## src/rtl/nxtpc_pkg.sv

```systemverilog
// Package for the next-PC unit.
// Holds the control opcode codes and the redirect class that the
// decoder hands to the output stage. Assumes a 4-bit opcode field.
package nxtpc_pkg;

    localparam int OPC_W = 4;

    localparam logic [OPC_W-1:0] OPC_BRANCH = 4'b0000;
    localparam logic [OPC_W-1:0] OPC_CALL   = 4'b0100;
    localparam logic [OPC_W-1:0] OPC_JUMP   = 4'b1100;
    localparam logic [OPC_W-1:0] OPC_SYSC   = 4'b1111;

    typedef enum logic [2:0] {
        RD_NONE   = 3'd0,
        RD_BRANCH = 3'd1,
        RD_CALL   = 3'd2,
        RD_JUMP   = 3'd3,
        RD_SYSC   = 3'd4
    } redir_kind_t;

endpackage

```

## src/rtl/nxtpc_target_calc.sv

```systemverilog
// Target calculator.
// Combinational. Classifies the instruction word as a control transfer
// and forms the candidate target: branch offset, relative call offset or
// register base. Assumes the opcode sits in the top OPC_W bits of ir and
// that base_val already holds the register named by the base field.
module nxtpc_target_calc
    import nxtpc_pkg::*;
#(
    parameter int WORD_W  = 16,
    parameter int BR_OFF_W = 9,
    parameter int CL_OFF_W = 11
) (
    input  logic [WORD_W-1:0] ir,
    input  logic [WORD_W-1:0] pc_inc,
    input  logic [WORD_W-1:0] base_val,
    input  logic              br_taken,
    output redir_kind_t       kind,
    output logic [WORD_W-1:0] target
);

    localparam int MODE_BIT = CL_OFF_W;

    logic [OPC_W-1:0]  opcode;
    logic [WORD_W-1:0] br_off;
    logic [WORD_W-1:0] cl_off;
    logic [WORD_W-1:0] br_dest;
    logic [WORD_W-1:0] cl_dest;

    // Field extraction and sign extension of both offsets.
    always_comb begin
        opcode = ir[WORD_W-1 -: OPC_W];
        br_off = {{(WORD_W-BR_OFF_W){ir[BR_OFF_W-1]}}, ir[BR_OFF_W-1:0]};
        cl_off = {{(WORD_W-CL_OFF_W){ir[CL_OFF_W-1]}}, ir[CL_OFF_W-1:0]};
        br_dest = pc_inc + br_off;
        cl_dest = pc_inc + cl_off;
    end

    // Class selection and target mux.
    always_comb begin
        kind   = RD_NONE;
        target = pc_inc;
        case (opcode)
            OPC_BRANCH: begin
                kind   = RD_BRANCH;
                target = br_taken ? br_dest : pc_inc;
            end
            OPC_CALL: begin
                kind   = RD_CALL;
                target = ir[MODE_BIT] ? cl_dest : base_val;
            end
            OPC_JUMP: begin
                kind   = RD_JUMP;
                target = base_val;
            end
            OPC_SYSC: begin
                kind   = RD_SYSC;
                target = pc_inc;
            end
            default: begin
                kind   = RD_NONE;
                target = pc_inc;
            end
        endcase
    end

endmodule

```

## src/rtl/nxtpc_trap_seq.sv

```systemverilog
// System-call sequencer.
// On start it issues one table read at VEC_BASE plus the zero-extended
// vector, holds busy for one cycle while the word returns, and keeps the
// return address for the link write. Assumes memory returns read data on
// the cycle after the request.
module nxtpc_trap_seq #(
    parameter int                WORD_W   = 16,
    parameter int                VEC_W    = 8,
    parameter logic [WORD_W-1:0] VEC_BASE = '0
) (
    input  logic              clk,
    input  logic              rst_n,
    input  logic              start,
    input  logic [VEC_W-1:0]  vec,
    input  logic [WORD_W-1:0] pc_inc,
    output logic              busy,
    output logic              mem_req,
    output logic [WORD_W-1:0] mem_addr,
    output logic [WORD_W-1:0] ret_addr
);

    logic              busy_q;
    logic [WORD_W-1:0] ret_q;

    // Request and table address for the accepted call.
    always_comb begin
        mem_req  = start;
        mem_addr = VEC_BASE + {{(WORD_W-VEC_W){1'b0}}, vec};
    end

    // Busy flag: high for exactly the cycle after start.
    always_ff @(posedge clk) begin
        if (!rst_n) begin
            busy_q <= 1'b0;
        end else begin
            busy_q <= start;
        end
    end

    // Keep the return address captured at acceptance.
    always_ff @(posedge clk) begin
        if (!rst_n) begin
            ret_q <= '0;
        end else if (start) begin
            ret_q <= pc_inc;
        end
    end

    assign busy     = busy_q;
    assign ret_addr = ret_q;

endmodule

```

## src/rtl/nxtpc_out_stage.sv

```systemverilog
// Output register stage.
// Registers the PC load and link write for one cycle after acceptance.
// A finishing system call loads the table word. The target is captured
// here at acceptance, so a later R7 write cannot alter it. Assumes accept
// and sysc_done never coincide.
module nxtpc_out_stage
    import nxtpc_pkg::*;
#(
    parameter int WORD_W = 16
) (
    input  logic              clk,
    input  logic              rst_n,
    input  logic              accept,
    input  redir_kind_t       kind,
    input  logic [WORD_W-1:0] target,
    input  logic [WORD_W-1:0] pc_inc,
    input  logic              sysc_done,
    input  logic [WORD_W-1:0] handler,
    input  logic [WORD_W-1:0] sysc_ret,
    output logic              pc_load,
    output logic [WORD_W-1:0] next_pc,
    output logic              link_we,
    output logic [WORD_W-1:0] link_data
);

    // One-cycle load and link strobes with their data.
    always_ff @(posedge clk) begin
        if (!rst_n) begin
            pc_load   <= 1'b0;
            next_pc   <= '0;
            link_we   <= 1'b0;
            link_data <= '0;
        end else begin
            pc_load <= 1'b0;
            link_we <= 1'b0;
            if (sysc_done) begin
                pc_load   <= 1'b1;
                next_pc   <= handler;
                link_we   <= 1'b1;
                link_data <= sysc_ret;
            end else if (accept) begin
                case (kind)
                    RD_BRANCH, RD_JUMP: begin
                        pc_load <= 1'b1;
                        next_pc <= target;
                    end
                    RD_CALL: begin
                        pc_load   <= 1'b1;
                        next_pc   <= target;
                        link_we   <= 1'b1;
                        link_data <= pc_inc;
                    end
                    default: begin
                        pc_load <= 1'b0;
                    end
                endcase
            end
        end
    end

endmodule

```

## src/rtl/nxtpc_link_unit.sv

```systemverilog
// Next-PC and return-link unit (top).
// Accepts one instruction per cycle while not busy. It resolves branch,
// call and jump in one cycle and a system call in two, through a
// vector-table read. Assumes base_val is the register that ir[8:6] names
// and that the caller holds off redirects while pc_load is pending.
module nxtpc_link_unit
    import nxtpc_pkg::*;
#(
    parameter int                WORD_W   = 16,
    parameter int                VEC_W    = 8,
    parameter logic [WORD_W-1:0] VEC_BASE = '0
) (
    input  logic              clk,
    input  logic              rst_n,
    input  logic              ir_valid,
    input  logic [WORD_W-1:0] ir,
    input  logic [WORD_W-1:0] pc_inc,
    input  logic [WORD_W-1:0] base_val,
    input  logic              br_taken,
    input  logic [WORD_W-1:0] mem_rdata,
    output logic              busy,
    output logic              mem_req,
    output logic [WORD_W-1:0] mem_addr,
    output logic              pc_load,
    output logic [WORD_W-1:0] next_pc,
    output logic              link_we,
    output logic [WORD_W-1:0] link_data
);

    redir_kind_t       kind;
    logic [WORD_W-1:0] target;
    logic              accept;
    logic              sysc_start;
    logic [WORD_W-1:0] sysc_ret;

    // Acceptance gating: nothing enters while the table read is pending.
    always_comb begin
        accept     = ir_valid && !busy;
        sysc_start = accept && (kind == RD_SYSC);
    end

    nxtpc_target_calc #(
        .WORD_W (WORD_W)
    ) u_calc (
        .ir       (ir),
        .pc_inc   (pc_inc),
        .base_val (base_val),
        .br_taken (br_taken),
        .kind     (kind),
        .target   (target)
    );

    nxtpc_trap_seq #(
        .WORD_W   (WORD_W),
        .VEC_W    (VEC_W),
        .VEC_BASE (VEC_BASE)
    ) u_seq (
        .clk      (clk),
        .rst_n    (rst_n),
        .start    (sysc_start),
        .vec      (ir[VEC_W-1:0]),
        .pc_inc   (pc_inc),
        .busy     (busy),
        .mem_req  (mem_req),
        .mem_addr (mem_addr),
        .ret_addr (sysc_ret)
    );

    nxtpc_out_stage #(
        .WORD_W (WORD_W)
    ) u_out (
        .clk       (clk),
        .rst_n     (rst_n),
        .accept    (accept),
        .kind      (kind),
        .target    (target),
        .pc_inc    (pc_inc),
        .sysc_done (busy),
        .handler   (mem_rdata),
        .sysc_ret  (sysc_ret),
        .pc_load   (pc_load),
        .next_pc   (next_pc),
        .link_we   (link_we),
        .link_data (link_data)
    );

endmodule

```

## config.mk

```make
export PLATFORM = sky130hd
export DESIGN_NAME = nxtpc_link_unit
export DESIGN_NICKNAME = d
export VERILOG_FILES = /design/src/rtl/nxtpc_pkg.sv /design/src/rtl/nxtpc_target_calc.sv /design/src/rtl/nxtpc_trap_seq.sv /design/src/rtl/nxtpc_out_stage.sv /design/src/rtl/nxtpc_link_unit.sv
export SDC_FILE = /design/constraint.sdc
export NUM_CORES = 1
export LEC_CHECK = 0
export ABC_AREA = 1
export CAP_MARGIN = 20
export CELL_PAD_IN_SITES_DETAIL_PLACEMENT = 0
export CELL_PAD_IN_SITES_GLOBAL_PLACEMENT = 2
export CORE_MARGIN = 5
export CORE_UTILIZATION = 26
export DETAILED_ROUTE_END_ITERATION = 8
export GPL_TIMING_DRIVEN = 0
export PLACE_DENSITY_LB_ADDON = 0.1
export SLEW_MARGIN = 15
export SYNTH_ARGS = -nofsm -noshare
export SYNTH_HDL_FRONTEND = slang
export SYNTH_SLANG_ARGS = --single-unit
export TNS_END_PERCENT = 5
```

## constraint.sdc

```tcl
create_clock -name clk -period 5.1 [get_ports clk]
set_input_delay 1.02 -clock clk [delete_from_list [all_inputs] [get_ports clk]]
set_output_delay 1.02 -clock clk [all_outputs]
set_load 0.005 [all_outputs]
```

Word-level counts from Yosys, hierarchy flattened. Cells that the tools add are included.

Order comparisons: 0. Equality and inequality tests: 7. Bitwise gates (word level): 0. Reduce and logical (&&, ||, !) cells: 10. Divide/modulo/power cells: 0. Muxes and demuxes: 16. Add/subtract/negate cells: 2. Multiply operators: 0. Shifts and indexed selects: 0.

Operators by type and width (number): $mux W16 (8); $pmux W16 S3 (1); $add A16 B16 Y16 (2); $pmux W3 S4 (1); $eq A4 B4 Y1 const B (2); $eq A3 B2 Y1 const B (2); $mux W1 (6); $reduce_bool A2 Y1 (3); $eq A4 B3 Y1 const B (1); $logic_not A4 Y1 (1); $reduce_and A2 Y1 (2); $eq A3 B1 Y1 const B (1); $eq A3 B3 Y1 const B (1); $reduce_or A3 Y1 (1); $logic_and A1 B1 Y1 (2); $logic_not A1 Y1 (1).

Output and inout bits: 52. Word-level logic and storage cells: 41. Latch bits: 0. ROM bits: 0. Register bits after elaboration: 51. Bits in writable memories: 0. Memories: 0.

Depth between registers and ports, before layout.
Word-level depth: 7. Mapped depth: 15. Gate-level depth less buffers: 15.

Hierarchy. Synthesis repeated with hierarchy kept, for this count alone.

Cells, all modules: 814. Area total of the unflattened synthesis: 4734.5 sq um.

Modules (own cells, without submodules): nxtpc_out_stage (cells an instance 326, area each 2037.0 sq um, instances 1); nxtpc_target_calc (cells an instance 359, area each 1819.2 sq um, instances 1); nxtpc_trap_seq (cells an instance 123, area each 853.3 sq um, instances 1); nxtpc_link_unit (cells an instance 6, area each 25.0 sq um, instances 1).

Worst setup path before layout. OpenSTA, ideal clock, no wires.

Path kind: input -> output. Start: input ir[13]. End: output mem_req. Data arrival time: 1742 ps. Stages: 5. Path buffers: 1. Path slack: 2338 ps. Path through: inv_2 -> nor4_2 -> nand2_1 -> clkinv_2 -> buf_2.

Longest elaborated chain between the ends: 4. Elaborated cells on any way between the ends: 7. Classes of those cells: 4 x eq/ne; 1 x mux; 2 x reduce/logical.

Ends and longest elaborated chain: start: declaration (RTL line nxtpc_link_unit.sv:16) `input logic [WORD_W-1:0] ir,`; $eq A4 B4 Y1 (tied with other cells) (RTL line nxtpc_target_calc.sv:42) `case (opcode)`; $pmux W3 S4 (*) (RTL line nxtpc_target_calc.sv:42); $eq A3 B3 Y1 (*) (RTL line nxtpc_link_unit.sv:39) `sysc_start = accept && (kind == RD_SYSC);`; $logic_and A1 B1 Y1 (*) (RTL line nxtpc_link_unit.sv:39); end: declaration (RTL line nxtpc_link_unit.sv:22) `output logic mem_req,`.

Every way passes the cells marked *; elsewhere a longest branch is shown, timed or not.

Final worst setup path.
Start: input ir[15]. End: output mem_req.

The elaborated chain is that of the path after synthesis.

==> impl_metrics.toml <==
[floorplan]
dieHeight_um = 132.1
start_util_pct = 26.59
num_rows = 44
die_area_sq_um = 17460
die_x_um = 132.1
ios = 120
core_area_sq_um = 14590

[timing]
worst_pin_slew_ps = 624.9
fmax_mhz = 233.4
fin_crit_ps = 4284
clock_skew_ps = 7.863
setup_tns_ps = 0
grt_setup_unrepaired = "no"
setup_viol = 0
finalCritPeriodShare_pct = 84.01
hold_viol_final = 0
hold_ws_ps = 465.3
slew_headroom_pct = 58.34
slew_violations = 0

[power]
vdd_drop_max_v = 0.0001518
pwr_density_cell_nw_per_um2 = 208.2
p_leak_uw = 0.002421

[synthesis]
async_flop_share_pct = 0
synth_top_cell_area_share_pct = 26.32
synth_area_sq_um = 3879
post-synth-top-area-cell = "dfxtp_1"
syn_area_per_cell_sq_um = 6.266
synth_common_cells = "nand2_1 (172), a21oi_1 (62), nor2_1 (57)"
ys_seq_area_share_pct = 26.32
synth_edf_count = 0
synthFlopType = "dfxtp_1"
synth_most_common_cell = "nand2_1"
synth_seq_cells = 51
syn_inst = 619
synth_cell_types = 42
synth.area.top_cells = "dfxtp_1 (26%), nand2_1 (17%), a21oi_1 (8.0%)"
ys_warn_count = 0

[cts]
cts_made_buffers = 5
clkTransAtPathRegs_ps = 80
h-tree-depth = 2
cts_resized = 0
cts_buffer_depth = 2
cts_tree = "done"
clk_latency_ps = 300
postCtsHoldBufs = 0
cts_setup_buffers = 0
clock_sinks = 51
clock-root-buffer = "clkbuf_16"

[hold_path]
min_path_cells = 2
hold_path_end = "u_out.next_pc[12]"
hp-class = "flop to flop"
min_from = "u_out.next_pc[12]"

[worst_setup_path]
cp.arrival_ps = 3260
critical_path_required_ps = 4080
critPathKind = "input port to primary output"
start_kind = "input port"
ff2ff_setup_slack_ps = 3140
cp-end-kind = "primary output"
crit_chain = "clkdlybuf4s50_1 -> inv_2 -> nor4_2 -> nand2_1 -> clkinv_2 -> buf_2 -> clkdlybuf4s50_1"
cpMostUsedCell = "clkdlybuf4s50_1"
crit_path_max_fanout = 10
max_stage_delay_ps = 630
reg2regPathDepth = 5
r2r_end = "u_out.next_pc[9]"
r2r-start = "u_seq.busy"
slowest_stage = "clkdlybuf4s50_1"

[grt]
grt-ovfl-total = 0
grt_pass1_vias = 4405
grt_max_degree = 18
grt_pass1_wl_um = 25220
antenna_found_initial = 0
track_usage_pct = 18.44

[final_layout]
final_nets = 833
drive_above_1_share_pct = 7.661
fillers = 1596
area_delta_synth_final_pct = 38.87
antenna_cells = 0

[place]
io_buffers = 110
dp_hpwl_um = 13260
place.gp.congestion = 0.8791

[routing]
drtAntennaViolNets = 0
drtIter0Drc = 284
vias_per_cell = 4.790
drc = 0
drt-total-wl_um = 16120
vias = 4445
wl_per_cell_um = 17.38
drt-pass1-iter-count = 5

[job]
maxCapViolations = 0

[outcome]
status = "finished, final reports clean"
-- metrics by stage --
step | total power [uW] | utilization, % | area (sq um) | setup WS, ps | cells
final | 1122 | 36.92 | 5386 | 815.6 | 928
after global routing | 1189 | 36.92 | 5386 | 642.6 | 928
after CTS | 1129 | 36.92 | 5386 | 820.7 | 928
after detailed placement | 772.8 | 35.89 | 5236 | 824.3 | 920
after global placement | 771.4 | 35.89 | 5236 | 830.8 | 920
after floorplan | 613.4 | - | 3905 | 2338 | 626
-- worst max-delay path by stage --
stage | cells after the start | slack [ps] | start | endpoint
global placement | 7 | 830 | ir[15] | mem_req
finish | 7 | 820 | ir[15] | mem_req
CTS | 7 | 820 | ir[15] | mem_req
detailed placement | 7 | 820 | ir[15] | mem_req
global route | 7 | 640 | ir[15] | mem_req
floorplan | 5 | 2340 | ir[13] | mem_req
-- layout by cell type (no fill, tap or decap), types with 6 or more instances in the layout --
| master | count |
|---|---|
| nand3b_1 | 7 |
| ha_1 | 21 |
| clkbuf_1 | 10 |
| o21ai_1 | 14 |
| xnor2_1 | 6 |
| conb_1 | 8 |
| nand3_1 | 38 |
| inv_2 | 10 |
| nand2_1 | 172 |
| inv_1 | 53 |
| dfxtp_1 | 51 |
| nor2_1 | 57 |
| a31oi_1 | 17 |
| a21oi_1 | 62 |
| buf_4 | 19 |
| o21ai_0 | 34 |
| clkdlybuf4s50_1 | 110 |
-- sequential cells by signal, summed over array words and instances (netlist names) --
signal and cells:
u_out.link_data 16, u_out.link_we 1, u_out.next_pc 16, u_out.pc_load 1
u_seq.busy 1, u_seq.ret_addr 16
-- worst max-delay path, delay by kind of cell --
kind	cells	cell delay, ps
buffers and inverters	5	1760
and+or+nand+nor	2	480
-- layer usage --
metal | global-route usage [%] | part of all wire, % | up-vias
met5 | 0 | 0 | -
met4 | 5.314 | 2.0 | 0
met3 | 2.977 | 4.5 | 19
met2 | 30.54 | 48 | 122
met1 | 24.72 | 46 | 2032
li1 | - | - | 2272
-- logic make-up (layout without fill, tap and decap cells) --
logic type | Yosys count | in the layout | share of synthesized area [%]
XOR/XNOR | 7 | 7 | 1.581
buffers and inverters | 100 | 218 | 12.06
other | 1 | 8 | 0.09668
adder cells (fa/ha/maj) | 22 | 22 | 7.290
AO/OA/AOI/OAI | 141 | 141 | 20.00
AND/OR/NAND/NOR | 297 | 297 | 32.65
flip-flops | 51 | 51 | 26.32
-- layout make-up --
class | instances | area (sq um) | area share, %
Inverter | 65 | 245.2 | 4.553
Timing Repair Buffer | 110 | 1101 | 20.44
Tap cell | 184 | 230.2 | 4.274
Clock inverter | 3 | 25.02 | 0.4646
Clock buffer | 5 | 125.1 | 2.323
Buffer | 35 | 222.7 | 4.135
Sequential cell | 51 | 1021 | 18.95
Multi-Input combinational cell | 475 | 2416 | 44.85
-- report_power, final --
part	total, uW	internal (uW)	switching [uW]
combinational	344	155	189
sequential	419	412	7.08
clock	359	184	174
total	1120	751	370
Power figures use the tool's default switching activity.
